File: src/rtl/icpu_pkg.sv
package icpu_pkg;
  localparam int IDW = 10;
  localparam logic [IDW-1:0] SPURIOUS_ID = 10'd1023;

  typedef enum logic [1:0] {
    REG_CTRL  = 2'd0,
    REG_PMASK = 2'd1,
    REG_ACK   = 2'd2,
    REG_EOI   = 2'd3
  } reg_sel_e;
endpackage

File: src/rtl/icpu_src_state.sv
// Pending and active flags for every source, one generate slice each.
module icpu_src_state #(
  parameter int NSRC = 16,
  parameter int IDW  = 10
) (
  input  logic            clk,
  input  logic            rst,
  input  logic [NSRC-1:0] line,
  input  logic [NSRC-1:0] edge_cfg,
  input  logic            take,
  input  logic [IDW-1:0]  take_id,
  input  logic            done,
  input  logic [IDW-1:0]  done_id,
  output logic [NSRC-1:0] pend,
  output logic [NSRC-1:0] act
);
  logic [NSRC-1:0] line_q;

  for (genvar i = 0; i < NSRC; i++) begin : g_src
    logic take_i;
    logic done_i;
    assign take_i = take && (take_id == IDW'(i));
    assign done_i = done && (done_id == IDW'(i)) && act[i];

    always_ff @(posedge clk) begin
      if (rst) begin
        line_q[i] <= 1'b0;
        pend[i]   <= 1'b0;
        act[i]    <= 1'b0;
      end else begin
        line_q[i] <= line[i];
        if (take_i)      act[i] <= 1'b1;
        else if (done_i) act[i] <= 1'b0;
        if (edge_cfg[i]) begin
          if (take_i)                      pend[i] <= 1'b0;
          else if (line[i] && !line_q[i])  pend[i] <= 1'b1;
        end else begin
          pend[i] <= line[i] && !act[i] && !take_i;
        end
      end
    end
  end
endmodule

File: src/rtl/icpu_pick.sv
// Chooses the pending source with the lowest priority value, lowest ID on ties.
module icpu_pick #(
  parameter int NSRC = 16,
  parameter int PW   = 8,
  parameter int IDW  = 10
) (
  input  logic [NSRC-1:0]    pend,
  input  logic [NSRC*PW-1:0] prio,
  output logic               found,
  output logic [IDW-1:0]     win_id,
  output logic [PW-1:0]      win_prio
);
  always_comb begin
    found    = 1'b0;
    win_id   = '0;
    win_prio = '1;
    for (int i = 0; i < NSRC; i++) begin
      if (pend[i] && (!found || prio[i*PW +: PW] < win_prio)) begin
        found    = 1'b1;
        win_id   = IDW'(i);
        win_prio = prio[i*PW +: PW];
      end
    end
  end
endmodule

File: src/rtl/icpu_regs.sv
// Register window, qualification and the registered request line.
module icpu_regs
  import icpu_pkg::*;
#(
  parameter int PW = 8
) (
  input  logic           clk,
  input  logic           rst,
  input  logic           we,
  input  logic           re,
  input  logic [1:0]     addr,
  input  logic [31:0]    wdata,
  input  logic           cand_found,
  input  logic [IDW-1:0] cand_id,
  input  logic [PW-1:0]  cand_prio,
  input  logic           act_any,
  output logic           en,
  output logic [PW-1:0]  pmask,
  output logic           qual,
  output logic           take,
  output logic [IDW-1:0] take_id,
  output logic           done,
  output logic [IDW-1:0] done_id,
  output logic [31:0]    rdata,
  output logic           rvalid,
  output logic           irq
);
  reg_sel_e sel;
  assign sel     = reg_sel_e'(addr);
  assign qual    = en && cand_found && (cand_prio < pmask) && !act_any;
  assign take    = re && (sel == REG_ACK) && qual;
  assign take_id = cand_id;
  assign done    = we && (sel == REG_EOI);
  assign done_id = wdata[IDW-1:0];

  always_ff @(posedge clk) begin
    if (rst) begin
      en     <= 1'b0;
      pmask  <= '0;
      rdata  <= '0;
      rvalid <= 1'b0;
      irq    <= 1'b0;
    end else begin
      if (we && sel == REG_CTRL)  en    <= wdata[0];
      if (we && sel == REG_PMASK) pmask <= wdata[PW-1:0];
      rvalid <= re;
      if (re) begin
        case (sel)
          REG_CTRL:  rdata <= {31'd0, en};
          REG_PMASK: rdata <= 32'(pmask);
          REG_ACK:   rdata <= 32'(qual ? cand_id : SPURIOUS_ID);
          default:   rdata <= '0;
        endcase
      end
      irq <= qual && !take;
    end
  end
endmodule

File: src/rtl/icpu_ack_if.sv
module icpu_ack_if
  import icpu_pkg::*;
#(
  parameter int NSRC = 16,
  parameter int PW   = 8
) (
  input  logic               clk,
  input  logic               rst,
  input  logic               reg_we,
  input  logic               reg_re,
  input  logic [1:0]         reg_addr,
  input  logic [31:0]        reg_wdata,
  output logic [31:0]        reg_rdata,
  output logic               reg_rvalid,
  input  logic [NSRC-1:0]    src_line,
  input  logic [NSRC-1:0]    src_edge,
  input  logic [NSRC*PW-1:0] src_prio,
  output logic               irq
);
  logic [NSRC-1:0] pend;
  logic [NSRC-1:0] act;
  logic            cand_found;
  logic [IDW-1:0]  cand_id;
  logic [PW-1:0]   cand_prio;
  logic            en;
  logic [PW-1:0]   pmask;
  logic            qual;
  logic            take;
  logic [IDW-1:0]  take_id;
  logic            done;
  logic [IDW-1:0]  done_id;

  icpu_src_state #(.NSRC(NSRC), .IDW(IDW)) u_state (
    .clk(clk), .rst(rst), .line(src_line), .edge_cfg(src_edge),
    .take(take), .take_id(take_id), .done(done), .done_id(done_id),
    .pend(pend), .act(act)
  );

  icpu_pick #(.NSRC(NSRC), .PW(PW), .IDW(IDW)) u_pick (
    .pend(pend), .prio(src_prio),
    .found(cand_found), .win_id(cand_id), .win_prio(cand_prio)
  );

  icpu_regs #(.PW(PW)) u_regs (
    .clk(clk), .rst(rst), .we(reg_we), .re(reg_re), .addr(reg_addr),
    .wdata(reg_wdata), .cand_found(cand_found), .cand_id(cand_id),
    .cand_prio(cand_prio), .act_any(|act), .en(en), .pmask(pmask),
    .qual(qual), .take(take), .take_id(take_id), .done(done),
    .done_id(done_id), .rdata(reg_rdata), .rvalid(reg_rvalid), .irq(irq)
  );
endmodule

File: config.mk
export PLATFORM = sky130hd
export DESIGN_NAME = icpu_ack_if
export DESIGN_NICKNAME = d
export VERILOG_FILES = /design/src/rtl/icpu_pkg.sv /design/src/rtl/icpu_src_state.sv /design/src/rtl/icpu_pick.sv /design/src/rtl/icpu_regs.sv /design/src/rtl/icpu_ack_if.sv
export SDC_FILE = /design/constraint.sdc
export NUM_CORES = 1
export LEC_CHECK = 0
export BUFFER_PORTS_ARGS = -buffer_cell sky130_fd_sc_hd__buf_2
export CORE_MARGIN = 10
export CORE_UTILIZATION = 55
export DETAILED_ROUTE_END_ITERATION = 16
export PLACE_DENSITY = 0.92
export SETUP_SLACK_MARGIN = 0.5
export SYNTH_ARGS = -nofsm -noshare
export SYNTH_HDL_FRONTEND = slang
export SYNTH_SLANG_ARGS = --single-unit
File: constraint.sdc
create_clock -name clk -period 40.8 [get_ports clk]
set_clock_uncertainty 0.2 [all_clocks]
set_input_delay 8.16 -clock clk [delete_from_list [all_inputs] [get_ports clk]]
set_output_delay 8.16 -clock clk [all_outputs]
set_load 0.01 [all_outputs]
==> results.json <==
{
  "status": "complete, no violations",
  "path_buf_inv": 17,
  "cts_tree": "yes",
  "endpoint_kind": "flip-flop",
  "tightest_slew_ns": 0.775,
  "die-area_sq_mm": 0.0217,
  "use_met1": 0.307,
  "numCtsBuffers": 9,
  "ant_nets": 0,
  "power_density_mw_per_mm2": 43.9,
  "fmax_mhz": 26.3,
  "grt_pass1_vias": 9745,
  "die_width_um": 147,
  "clock_sinks": 68,
  "synth-edff-count": 0,
  "grt_first_pass_wirelength_um": 46500,
  "die_h_um": 147,
  "hp-class": "flip-flop to flip-flop",
  "vias_per_cell": 6.27,
  "crit_top_cell": "a21oi_1",
  "vias": 10200,
  "grt-busiest-layer": "met2",
  "maxSlewHeadroom": 0.483,
  "cts_htree_levels": 3,
  "initialDrtViolationCount": 886,
  "coreArea_sq_mm": 0.0159,
  "hold_slack_ns": 0.276,
  "fillers": 1366,
  "required_ns": 40.84,
  "gr-usage-all-layers": 0.251,
  "io_pins": 232,
  "clk_path_buf_depth": 2,
  "regArea_sq_mm": 0.00136,
  "synth.avg_cell_area_sq_um": 7.23,
  "fin_total_pwr_uw": 460,
  "wl_um": 29600,
  "post-route-min-period_ns": 38.08,
  "synth_top_cell_by_area": "dfxtp_1",
  "rsz0062_at_grt": "false",
  "worst_path_max_delay_cell": "o31a_2",
  "dp_slack_ns": -0.496,
  "use_met3": 0.0464,
  "async_reset_ff_frac": 0,
  "syn-cell-area_sq_mm": 0.00890,
  "drcViolationCount": 0,
  "setup_ws_ns": 2.72,
  "start_util": 0.560,
  "clk_pin_slew_ns": 0.06,
  "portBuffers": 187,
  "ys_warn_count": 0,
  "leakagePower_uw": 0.00499,
  "start_kind": "input pin",
  "row_count": 46,
  "worstSetupPathType": "input pin to flip-flop",
  "overflow": 0,
  "ys_types": 92,
  "fin_nets": 1694,
  "cts_root_buf": "clkbuf_16",
  "cp_top_family": "compound AO/OA/AOI/OAI gates",
  "cts_hold_buf": 0,
  "area_growth_syn_to_layout_pct": 17.7,
  "clock_latency_ns": 0.34,
  "ys_seq_area_frac": 0.153,
  "use_met2": 0.430,
  "synth_top_area_share": 0.153,
  "fin_crit_sh": 0.933,
  "routabilityCongestion": 0.939,
  "antenna_found_initial": 5,
  "drive_above_1_share": 0.214,
  "cpPeakStageDelay_ns": 0.52,
  "wl_per_cell_um": 18.1,
  "postSynthCellCount": 1231,
  "setup-violations-final": 0,
  "ys_ff_latch": 68,
  "maxCapViolCount": 0,
  "crit_arrival_ns": 38.12,
  "synthFlopType": "dfxtp_1",
  "synth_area_leaders": "dfxtp_1, ha_1, a21oi_1",
  "yosysMostFrequentCell": "nor2_1",
  "ys_top_cells_by_count": "nor2_1, nand2_1, a21oi_1, inv_1, ha_1",
  "place_hpwl_um": 23600,
  "finalMaxSlewViolations": 0,
  "grt_start_max_net_pins": 69,
  "drtPass1Iterations": 6,
  "multi_input_area_sq_mm": 0.00708,
  "ir_drop_mv": 0.0335,
  "cp_max_fo": 21,
  "final_hold_viol_count": 0
}
==> worst paths after layout <==
check | from | to | slack (ns) | cells past startpoint
setup reg to reg | u_state.pend[0] | u_state.act[4] | 9.78 | 148
hold reg to reg | u_regs.pmask[7] | u_regs.pmask[7] | 0.28 | 2
setup / recovery | src_prio[6] | u_state.act[4] | 2.72 | 148
hold / removal | u_regs.pmask[7] | u_regs.pmask[7] | 0.28 | 2
==> sequential cells by signal (all words and copies together), names as in the netlist <==
register        count
u_regs.irq          1
u_regs.pmask        8
u_regs.rdata        9
u_state.pend       16
u_state.act        16
u_state.line_q     16
u_regs.en           1
u_regs.rvalid       1
==> power by group <==
part | internal [uW] | switching, uW | total [uW]
Combinational | 123 | 181 | 305
Clock | 54.8 | 28.6 | 83.4
Sequential | 69.5 | 2.75 | 72.2
==> final cells by class <==
type                    count  area share
flip-flops and latches     68       0.130
clock buffers              11      0.0232
clock inverters             5     0.00716
inverters                  97      0.0347
diodes                      5     0.00119
repair buffers            206       0.103
well taps                 216      0.0258
multi-input cells        1026       0.675
==> tightest hold or removal path, stage by stage, from the launching register on <==
cell     delay [ns]
dfxtp_1        0.32
nand2_1        0.06
a21oi_1        0.05
==> cell families after synthesis <==
logic type	synth area share
compound gates	0.300
xor+xnor	0.00689
fa+ha+maj	0.134
buf+inv	0.0787
flops	0.153
mux	0.0811
other cells	0.000421
simple gates	0.245
==> layer usage <==
layer | wire, um | vias up | share of wire
li1 | - | 4871 | -
met3 | 2470 | 84 | 0.084
met5 | 0 | - | 0
met2 | 14200 | 538 | 0.48
met4 | 813 | 0 | 0.027
met1 | 12100 | 4756 | 0.41
==> cell usage in the layout (no fill, tap or decap), types with 9 or more instances in the layout <==
cell type / synthesis / layout
a21oi_1: 98 / 97
o21a_1: 17 / 17
a22oi_1: 18 / 18
and3_1: 9 / 9
nand3_1: 27 / 26
buf_2: 2 / 187
nor3_1: 19 / 19
inv_1: 97 / 96
o22ai_1: 10 / 10
mux2_2: 23 / 23
o31ai_1: 9 / 9
buf_4: 25 / 19
nor2_1: 124 / 121
mux2i_1: 44 / 44
nor2b_1: 35 / 33
or3_1: 10 / 9
nor4_1: 10 / 10
nand4_1: 15 / 15
and2_1: 13 / 13
o21ai_0: 73 / 68
nand2b_1: 22 / 22
ha_1: 88 / 88
a21o_1: 33 / 33
nand3b_1: 9 / 9
dfxtp_1: 68 / 68
nand2_1: 111 / 110
o211ai_1: 17 / 17
clkbuf_16: 0 / 9
a211oi_1: 11 / 11
conb_1: 1 / 22
==> repair_timing <==
item,4_1_cts,5_1_grt
pin swaps,0,3
setup buffers,0,5
cloned,0,1
endpoints found under the setup margin,42,42
gates resized for setup,6,33
==> through the flow <==
stage	instance area, sq um	utilization	TNS [ns]	cells
finish	10500	0.660	0	1634
global placement	9960	0.627	0	1607
CTS	10300	0.648	0	1623
global route	10500	0.660	0	1634
detailed placement	9960	0.627	-7.19	1607
floorplan	8980	-	0	1252
Note: power is estimated with default switching activity, not from simulation.
